===== config.mk =====
export PLATFORM = sky130hd
export DESIGN_NAME = ctl_frame_port
export DESIGN_NICKNAME = d
export VERILOG_FILES = /design/src/rtl/ctl_port_pkg.sv /design/src/rtl/ctl_reg_bank.sv /design/src/rtl/sf_counter.sv /design/src/rtl/bearer_path.sv /design/src/rtl/ctl_frame_port.sv
export SDC_FILE = /design/constraint.sdc
export NUM_CORES = 1
export LEC_CHECK = 0
export CAP_MARGIN = 30
export CORE_AREA = 5 5 90 92
export DETAILED_ROUTE_END_ITERATION = 8
export DIE_AREA = 0 0 95 97
export PLACE_DENSITY = 0.9
export SYNTH_ARGS = -nofsm -noshare
export SYNTH_HDL_FRONTEND = slang
export SYNTH_SLANG_ARGS = --single-unit

===== constraint.sdc =====
create_clock -name clk -period 2.99 [get_ports clk]
set_clock_uncertainty 0.2 [all_clocks]
set_input_delay 0.299 -clock clk [delete_from_list [all_inputs] [get_ports clk]]
set_output_delay 0.299 -clock clk [all_outputs]
set_load 0.01 [all_outputs]

===== src/rtl/ctl_port_pkg.sv =====
package ctl_port_pkg;
   localparam int BYTE_W     = 8;
   localparam int SEL_LSB    = 0;
   localparam int STAT_LSB   = 6;
   localparam int SYNC_BIT   = 5;
   localparam int SWAP_BIT   = 4;
   localparam int CRCERR_BIT = 3;

   typedef enum logic [1:0] {
      DST_CR1  = 2'b00,
      DST_CR2  = 2'b01,
      DST_CR3  = 2'b10,
      DST_RSVD = 2'b11
   } ctl_dst_e;
endpackage


===== src/rtl/ctl_reg_bank.sv =====
module ctl_reg_bank
   import ctl_port_pkg::*;
#(
   parameter int NUM_CR = 3
) (
   input  logic                          clk,
   input  logic                          rst_n,
   input  logic                          wr_valid,
   input  logic [BYTE_W-1:0]             wr_byte,
   input  logic                          frame_pulse,
   output logic [NUM_CR-1:0][BYTE_W-1:0] act_q,
   output logic [BYTE_W-1:0]             stage_cr1
);
   logic [NUM_CR-1:0][BYTE_W-1:0] stage_q;

   if (NUM_CR < 1 || NUM_CR > 3) begin : g_bad_num
      $error("ctl_reg_bank: NUM_CR must be 1..3");
   end

   for (genvar gi = 0; gi < NUM_CR; gi++) begin : g_cr
      localparam logic [1:0] MY_SEL = 2'(gi);
      logic hit;
      assign hit = wr_valid && (wr_byte[SEL_LSB +: 2] == MY_SEL);

      always_ff @(posedge clk or negedge rst_n) begin
         if (!rst_n) begin
            stage_q[gi] <= '0;
         end else if (hit) begin
            stage_q[gi] <= wr_byte;
         end
      end

      always_ff @(posedge clk or negedge rst_n) begin
         if (!rst_n) begin
            act_q[gi] <= '0;
         end else if (frame_pulse) begin
            act_q[gi] <= stage_q[gi];
         end
      end

      // a write aimed elsewhere leaves this staging register alone
      a_r3_other_held: assert property (@(posedge clk) disable iff (!rst_n)
         (wr_valid && wr_byte[SEL_LSB +: 2] != MY_SEL) |=> $stable(stage_q[gi]));
   end

   assign stage_cr1 = stage_q[0];

   // the reserved code writes nothing
   a_r2_reserved_ignored: assert property (@(posedge clk) disable iff (!rst_n)
      (wr_valid && wr_byte[SEL_LSB +: 2] == DST_RSVD) |=> $stable(stage_q));

   // active registers move only on a frame boundary
   a_r4_hold_in_frame: assert property (@(posedge clk) disable iff (!rst_n)
      !frame_pulse |=> $stable(act_q));
endmodule


===== src/rtl/sf_counter.sv =====
module sf_counter #(
   parameter int SF_LEN = 96,
   localparam int CNT_W = $clog2(SF_LEN)
) (
   input  logic             clk,
   input  logic             rst_n,
   input  logic             frame_pulse,
   input  logic             sync_act,
   input  logic             sync_next,
   output logic [CNT_W-1:0] count,
   output logic             sf_start
);
   localparam logic [CNT_W-1:0] LAST = CNT_W'(SF_LEN - 1);

   if (SF_LEN < 2) begin : g_bad_len
      $error("sf_counter: SF_LEN must be at least 2");
   end

   logic realign;
   logic [CNT_W-1:0] nxt;

   assign realign = sync_act && !sync_next;

   always_comb begin
      if (realign || count == LAST) nxt = '0;
      else                          nxt = count + 1'b1;
   end

   always_ff @(posedge clk or negedge rst_n) begin
      if (!rst_n) begin
         count    <= '0;
         sf_start <= 1'b0;
      end else begin
         sf_start <= frame_pulse && (nxt == '0);
         if (frame_pulse) count <= nxt;
      end
   end

   // steady step, wrap and hold
   a_r6_step: assert property (@(posedge clk) disable iff (!rst_n)
      (frame_pulse && !realign && count != LAST) |=> count == $past(count) + 1'b1);
   a_r6_wrap: assert property (@(posedge clk) disable iff (!rst_n)
      (frame_pulse && count == LAST) |=> count == '0);
   a_r6_idle: assert property (@(posedge clk) disable iff (!rst_n)
      !frame_pulse |=> $stable(count));
   // a falling sync bit realigns
   a_r7_realign: assert property (@(posedge clk) disable iff (!rst_n)
      (frame_pulse && realign) |=> count == '0);
   // strobe only on a zero count
   a_r8_start_at_zero: assert property (@(posedge clk) disable iff (!rst_n)
      sf_start |-> (count == '0 && $past(frame_pulse)));
endmodule


===== src/rtl/bearer_path.sv =====
module bearer_path #(
   parameter int B_W   = 8,
   parameter int CRC_W = 6
) (
   input  logic             swap,
   input  logic             crc_corrupt,
   input  logic [B_W-1:0]   tx_a,
   input  logic [B_W-1:0]   tx_b,
   output logic [B_W-1:0]   tx_a_o,
   output logic [B_W-1:0]   tx_b_o,
   input  logic [B_W-1:0]   rx_a,
   input  logic [B_W-1:0]   rx_b,
   output logic [B_W-1:0]   rx_a_o,
   output logic [B_W-1:0]   rx_b_o,
   input  logic [CRC_W-1:0] crc_in,
   output logic [CRC_W-1:0] crc_out
);
   if (B_W < 1 || CRC_W < 1) begin : g_bad_w
      $error("bearer_path: widths must be positive");
   end

   always_comb begin
      tx_a_o = swap ? tx_b : tx_a;
      tx_b_o = swap ? tx_a : tx_b;
      rx_a_o = swap ? rx_b : rx_a;
      rx_b_o = swap ? rx_a : rx_b;
   end

   assign crc_out = crc_in ^ {CRC_W{crc_corrupt}};
endmodule


===== src/rtl/ctl_frame_port.sv =====
module ctl_frame_port
   import ctl_port_pkg::*;
#(
   parameter int SF_LEN   = 96,
   parameter int B_W      = 8,
   parameter int CRC_W    = 6,
   parameter int NUM_STAT = 4,
   localparam int CNT_W   = $clog2(SF_LEN)
) (
   input  logic                       clk,
   input  logic                       rst_n,
   input  logic                       frame_pulse,
   input  logic                       ctl_valid,
   input  logic [BYTE_W-1:0]          ctl_byte,
   input  logic [NUM_STAT*BYTE_W-1:0] stat_regs,
   output logic [BYTE_W-1:0]          stat_byte,
   output logic [BYTE_W-1:0]          cr1_q,
   output logic [BYTE_W-1:0]          cr2_q,
   output logic [BYTE_W-1:0]          cr3_q,
   output logic [CNT_W-1:0]           sf_count,
   output logic                       sf_start,
   input  logic [B_W-1:0]             sys_tx_b1,
   input  logic [B_W-1:0]             sys_tx_b2,
   output logic [B_W-1:0]             line_tx_b1,
   output logic [B_W-1:0]             line_tx_b2,
   input  logic [B_W-1:0]             line_rx_b1,
   input  logic [B_W-1:0]             line_rx_b2,
   output logic [B_W-1:0]             sys_rx_b1,
   output logic [B_W-1:0]             sys_rx_b2,
   input  logic [CRC_W-1:0]           crc_in,
   output logic [CRC_W-1:0]           crc_out
);
   localparam int NUM_CR = 3;

   if (NUM_STAT != 4) begin : g_bad_stat
      $error("ctl_frame_port: two select bits address exactly four status bytes");
   end

   logic [NUM_CR-1:0][BYTE_W-1:0] act;
   logic [BYTE_W-1:0]             stage1;
   logic [1:0]                    stat_sel;

   ctl_reg_bank #(.NUM_CR(NUM_CR)) u_bank (
      .clk         (clk),
      .rst_n       (rst_n),
      .wr_valid    (ctl_valid),
      .wr_byte     (ctl_byte),
      .frame_pulse (frame_pulse),
      .act_q       (act),
      .stage_cr1   (stage1)
   );

   assign cr1_q    = act[0];
   assign cr2_q    = act[1];
   assign cr3_q    = act[2];
   assign stat_sel = cr1_q[STAT_LSB +: 2];
   assign stat_byte = stat_regs[stat_sel*BYTE_W +: BYTE_W];

   sf_counter #(.SF_LEN(SF_LEN)) u_sf (
      .clk         (clk),
      .rst_n       (rst_n),
      .frame_pulse (frame_pulse),
      .sync_act    (cr1_q[SYNC_BIT]),
      .sync_next   (stage1[SYNC_BIT]),
      .count       (sf_count),
      .sf_start    (sf_start)
   );

   bearer_path #(.B_W(B_W), .CRC_W(CRC_W)) u_path (
      .swap        (cr1_q[SWAP_BIT]),
      .crc_corrupt (cr1_q[CRCERR_BIT]),
      .tx_a        (sys_tx_b1),
      .tx_b        (sys_tx_b2),
      .tx_a_o      (line_tx_b1),
      .tx_b_o      (line_tx_b2),
      .rx_a        (line_rx_b1),
      .rx_b        (line_rx_b2),
      .rx_a_o      (sys_rx_b1),
      .rx_b_o      (sys_rx_b2),
      .crc_in      (crc_in),
      .crc_out     (crc_out)
   );
endmodule


==> results.yml, run 1 <==
run_status:
  outcome: "completed"
power:
  internal_power_uw: 1764
  sw_frac_of_total_pct: 30.55
  p_leak_uw: 0.001866
  clkPwrFrac_pct: 16.3
  power_density_nw_per_um2: 545.9
  peakVddDrop_v: 0.0002803
  p_comb_share_pct: 43.7
  pwr-share-seq_pct: 39.9
  power.switching_uw: 775.9
grt:
  grt_first_pass_wirelength_mm: 12.74
  track_usage_pct: 17.71
  grt_start_max_net_pins: 35
  gr-total-overflow: 0
  grt_pass1_vias: 2450
  antenna_found_initial: 0
layout:
  instances_no_fill: 469
  fin_nets: 452
  insertedDiodeCount: 0
  layout-drive-gt1-share_pct: 26.76
  fill_cells: 584
  area_growth_pct: 60.09
timing:
  tns_ns: 0
  tightest_slew_ns: 0.6490
  rsz0062_at_grt: "false"
  setup_viol: 0
  max_freq_ghz: 0.3878
  drv_slew: 0
  finalCritPeriodShare_pct: 86.23
  relSlewSlack_pct: 56.54
  period_minus_slack_ns: 2.578
  finalHoldViolCount: 0
synthesis:
  synthTopCellsByArea: "dfrtp_1, mux2_2, mux4_2, xor2_1, o21ai_0"
  ys_ff_latch: 56
  ys_warn_count: 0
  syn-mean-instance-area_um2: 13.58
  syn-num-nets: 297
  synth_cells: 214
  synth.cell_area_um2: 2907
  synthDistinctLibCells: 37
  seq_area_frac_synth_pct: 48.21
  netlist.top_cell.by_area: "dfrtp_1"
  yosys.area.top_type_share_pct: 48.21
die:
  die_y_um: 97
  dieArea_um2: 9215
  pin_count: 160
  start_util_pct: 40.73
  row_count: 31
  die_w_um: 95
  core_um2: 7137
route:
  via_count: 2342
  drt-total-wl_mm: 8.113
  vias_per_cell: 4.994
  drcViolationCount: 0
  dr.pass1.iters: 4
  dr.first_iter.drc_count: 45
  ant_nets: 0
  wire_per_inst_um: 17.30
worst_setup_path:
  critPathMaxStageDelay_ns: 0.68
  start_kind: "register"
  worst-r2r-cell-count: 5
  cp.required_ns: 2.49
  crit_slowest_cell: "dfrtp_1"
  rr_startpoint: "u_sf.count[1]$_DFFE_PN0P_"
  ff2ff_setup_slack_ns: 1.10
  crit_chain: "mux4_2 > clkdlybuf4s50_1"
  crit_family: "flip-flops"
  path_max_fanout: 10
  critPathBufInv: 1
  cp.arrival_ns: 2.08
  crit_path_end_kind: "output pin"
  rr_endpoint: "u_sf.count[0]$_DFFE_PN0P_"
  critPathKind: "reg2out"
worst_hold_path:
  holdPathEnd: "u_bank.stage_q[17]$_DFFE_PN0P_"
  min_path_type: "reg2reg"
  worstHoldStart: "u_bank.stage_q[17]$_DFFE_PN0P_"
  hold_path_depth: 1
clock_network:
  cts_htree_levels: 2
  clk_pin_slew_ns: 0.10
  tritoncts: "built"
  cts_buffers: 5
  root_buffer: "clkbuf_8"
  cts_sinks: 56
  clk_latency_ns: 0.30
  clockBufferDepth: 2
placement:
  dp_hpwl_mm: 6.676
  globalplace.congestion: 0.8841
  port-buffer-count: 159
  placed_cells: 460
run:
  maxCapViolCount: 0
[cell families after synthesis]
logic type               share of synthesized area (%)
AO/OA/AOI/OAI                                    4.219
XOR/XNOR                                         2.109
adder cells (fa/ha/maj)                         0.4304
buffers and inverters                            3.659
flip-flops                                       48.21
multiplexers                                     34.87
AND/OR/NAND/NOR                                  6.500
[final cells by class]
cell class	count	area, µm²	share of cell area [%]
clock buffer	5	68.82	1.479
clock inverter	3	22.52	0.4840
inverter	3	11.26	0.2420
multi-input combinational	139	1399	30.06
sequential	56	1401	30.12
tap	99	123.9	2.662
timing repair buffer	164	1627	34.96
[power groups by stage]
stage / registers [µW] / clock network [µW] / logic [µW]
floorplan: 999 / 0 / 554
global placement: 1020 / 0 / 1100
detailed placement: 1030 / 0 / 1120
CTS: 1020 / 435 / 1130
global route: 1040 / 464 / 1180
finish: 1010 / 415 / 1110
[metal layers]
metal  global-route usage [%]  wire [µm]  vias to the layer above  share of wire (%)
li1                         -          -                     1097                  -
met1                    20.46       3059                     1175                 38
met4                    4.883        126                        0                1.6
met2                    32.75       4664                       57                 57
met5                        0          0                        -                  0
met3                    3.181        263                       13                3.2
[through the flow]
stage | utilization (%) | setup WS, ns | total power (µW) | hold slack [ns] | cell area, µm²
floorplan | - | 1.208 | 1553 | -0.1966 | 2907
global placement | 63.78 | 0.7607 | 2121 | 0.1289 | 4552
detailed placement | 63.78 | 0.7162 | 2153 | 0.1292 | 4552
CTS | 65.20 | 0.3540 | 2579 | 0.2828 | 4653
global route | 65.20 | 0.2731 | 2681 | 0.3212 | 4653
finish | 65.20 | 0.4116 | 2540 | 0.2745 | 4653
[worst max path at each step]
stage | startpoint | slack [ns] | end | depth (start not counted)
6_report | u_bank.act_q[6]$_DFFE_PN0P_ | 0.41 | stat_byte[2] | 2
2_1_floorplan | u_sf.count[1]$_DFFE_PN0P_ | 1.21 | u_sf.count[0]$_DFFE_PN0P_ | 5
3_5_place_dp | u_bank.act_q[6]$_DFFE_PN0P_ | 0.72 | stat_byte[2] | 2
5_1_grt | u_bank.act_q[6]$_DFFE_PN0P_ | 0.27 | stat_byte[2] | 2
4_1_cts | u_bank.act_q[6]$_DFFE_PN0P_ | 0.35 | stat_byte[2] | 2
3_3_place_gp | u_bank.act_q[6]$_DFFE_PN0P_ | 0.76 | stat_byte[1] | 2
[layout by cell type (no fill, tap or decap), types with 4 or more instances in the layout]
cell	netlist	layout
mux4_2	8	8
clkdlybuf4s50_1	0	158
nand2b_1	4	4
o21ai_0	8	8
xor2_1	6	6
buf_4	3	4
dfrtp_1	56	56
nand2_1	5	5
clkbuf_8	0	5
mux2_2	74	74
[flip-flops by register name (all words and copies together) (netlist names)]
name,cells
u_bank.act_q,24
u_bank.stage_q,16
u_bank.stage_cr1,8
u_sf.count,7
u_sf.sf_start,1
[cells in the mapped netlist (all sizes together)]
library cell	instances
a31o	1
nor3	1
ha	1
nand4	3
nand3b	2
nor4b	1
o31ai	1
nand3	3
nor2	2
buf	13
nand2	5
xnor2	1
o2bb2ai	1
o311ai	1
o21ai	8
dfrtp	56
mux2	74
a31oi	2
nor3b	1
a21o	1
clkbuf	3
and2	2
a22o	1
and4	1
a2111oi	1
nor2b	3
o211a	1
nand2b	4
mux4	8
or3	1
xor2	6
inv	3
and3	2
[what timing repair did]
item                                   in CTS  in global routing
resized for setup                           0                  0
hold buffers                                1                  0
endpoints found under the hold margin      25                  0
setup buffers                               0                  0
Note: power is estimated with default switching activity, not from simulation.
==> run 2: changes to the inputs <==
Settings changed: TNS_END_PERCENT set to 100.
==> results of run 2 <==
The final DEF is identical to that of run 1; final timing and power are the same.
==> run 3: changes to the inputs <==
Settings changed: CORE_AREA 5 5 90 92 to 5 5 93 95, DIE_AREA 0 0 95 97 to 0 0 98 100, PLACE_DENSITY 0.9 to 0.85.
Clock period 2.99 ns to 2.9 ns, I/O delays scaled along.
==> run 3 against run 2 <==
Register-to-register slack lost 0.11 ns. Sequential share of layout area shrank 0.11 points. Via count shrank 1.5%. Critical path depth is the same. Clock power grew 1%. Global-route usage shrank 1.3 points. Clock-buffer cell count grew 3. Worst hold slack lost 0.0057 ns. Largest power group unchanged.
==> results.yml, run 3 (synthesis gave the netlist of run 1 again) <==
die:
  dieArea_um2: 9800
  row_count: 32
  die_w_um: 98
  pin_count: 160
  die_y_um: 100
  core_um2: 7647
  start_util_pct: 38.01
clock_network:
  ctsResizeCount: 0
  clk_pin_slew_ns: 0.09
  cts_sinks: 56
  root_buffer: "clkbuf_8"
  clockBufferDepth: 2
  cts_htree_levels: 2
  cts_buffers: 5
  tritoncts: "built"
  clk_latency_ns: 0.30
layout:
  final_common_cell: "clkdlybuf4s50_1"
  largest-register: "u_bank.act_q"
  final_cell_mix: "clkdlybuf4s50_1, mux2_2, dfrtp_1, mux4_2, o21ai_0"
  instances_no_fill: 474
  largest_register_ffs: 24
  fin_nets: 454
  fill_cells: 630
  insertedDiodeCount: 0
  area_growth_pct: 60.70
  layout-drive-gt1-share_pct: 26.61
power:
  pwr-share-seq_pct: 40.0
  p_comb_share_pct: 44.0
  power_uw: 2617
  power_density_nw_per_um2: 560.3
  power.switching_uw: 775.1
  clkPwrFrac_pct: 16.0
  sw_frac_of_total_pct: 29.62
  internal_power_uw: 1842
  peakVddDrop_v: 0.0003496
  p_leak_uw: 0.001873
worst_setup_path:
  start_kind: "register"
  path_max_fanout: 10
  cp.required_ns: 2.41
  critPathKind: "reg2out"
  cp.arrival_ns: 2.06
  crit_path_end_kind: "output pin"
grt:
  grt_first_pass_wirelength_mm: 12.96
  grt_start_max_net_pins: 35
  track_usage_pct: 16.39
  gr-total-overflow: 0
  antenna_found_initial: 0
  grt_pass1_vias: 2496
route:
  drt-total-wl_mm: 8.034
  via_count: 2308
  dr.first_iter.drc_count: 57
  dr.pass1.iters: 4
  vias_per_cell: 4.869
  wire_per_inst_um: 16.95
  ant_nets: 0
  drcViolationCount: 0
placement:
  port-buffer-count: 159
  dp_hpwl_mm: 6.547
  placed_cells: 465
  globalplace.congestion: 0.7812
run_status:
  outcome: "completed"
timing:
  period_minus_slack_ns: 2.554
  drv_slew: 0
  finalCritPeriodShare_pct: 88.07
  max_freq_ghz: 0.3915
  setup_viol: 0
  rsz0062_at_grt: "false"
  tightest_slew_ns: 0.5449
  tns_ns: 0
  relSlewSlack_pct: 63.67
  finalHoldViolCount: 0
worst_hold_path:
  min_path_type: "in2async"
run:
  maxCapViolCount: 0
## run 3: per-stage QoR
step	setup WS (ns)	hold slack, ns	area [µm²]	util [%]
after detailed placement	0.6193	0.06271	4571	59.77
final	0.3459	0.2688	4671	61.08
after global placement	0.6974	0.06633	4571	59.77
after floorplan	1.118	-0.2056	2907	-
after CTS	0.2896	0.2771	4671	61.08
after global routing	0.1935	0.2928	4671	61.08
## run 3: timing repair
action	in CTS	in global routing
buffers inserted	0	0
hold endpoints to repair	19	0
hold buffers	1	0
## run 3: final timing paths
path / cells after the start / end / from / slack, ns
worst max-delay path: 2 / stat_byte[4] / u_bank.act_q[6]$_DFFE_PN0P_ / 0.35
worst min-delay path: 2 / u_bank.stage_q[11]$_DFFE_PN0P_ / rst_n / 0.27
worst max register to register: 5 / u_sf.count[0]$_DFFE_PN0P_ / u_sf.count[1]$_DFFE_PN0P_ / 0.99
worst min register to register: 1 / u_bank.stage_q[17]$_DFFE_PN0P_ / u_bank.stage_q[17]$_DFFE_PN0P_ / 0.27
max in group asynchronous: 3 / u_bank.act_q[13]$_DFFE_PN0P_ / rst_n / 1.57
min in group clk: 1 / u_bank.stage_q[17]$_DFFE_PN0P_ / u_bank.stage_q[17]$_DFFE_PN0P_ / 0.27
## run 3: power groups by stage
stage | combinational [µW] | sequential [µW] | clock (µW)
6_report | 1150 | 1050 | 419
2_1_floorplan | 571 | 1030 | 0
3_5_place_dp | 1160 | 1060 | 0
4_1_cts | 1170 | 1050 | 433
5_1_grt | 1230 | 1070 | 463
3_3_place_gp | 1140 | 1050 | 0
## run 3: layout make-up
class	instances	area, µm²	area share (%)
Inverter	3	11.26	0.2411
Timing Repair Buffer	166	1642	35.15
Clock buffer	8	90.09	1.929
Sequential cell	56	1401	30.00
Tap cell	102	127.6	2.732
Multi-Input combinational cell	139	1399	29.95
## run 3: layer usage
metal | track usage, % | wire [µm] | up-vias
li1 | - | - | 1103
met1 | 19.31 | 3158 | 1148
met2 | 31.26 | 4596 | 50
met3 | 2.363 | 225 | 7
met4 | 4.047 | 54 | 0
met5 | 0 | 0 | -
## run 3: worst max-delay path: stages (launching register included)
cell,delay (ns)
dfrtp_1,0.69
mux4_2,0.58
clkdlybuf4s50_1,0.50
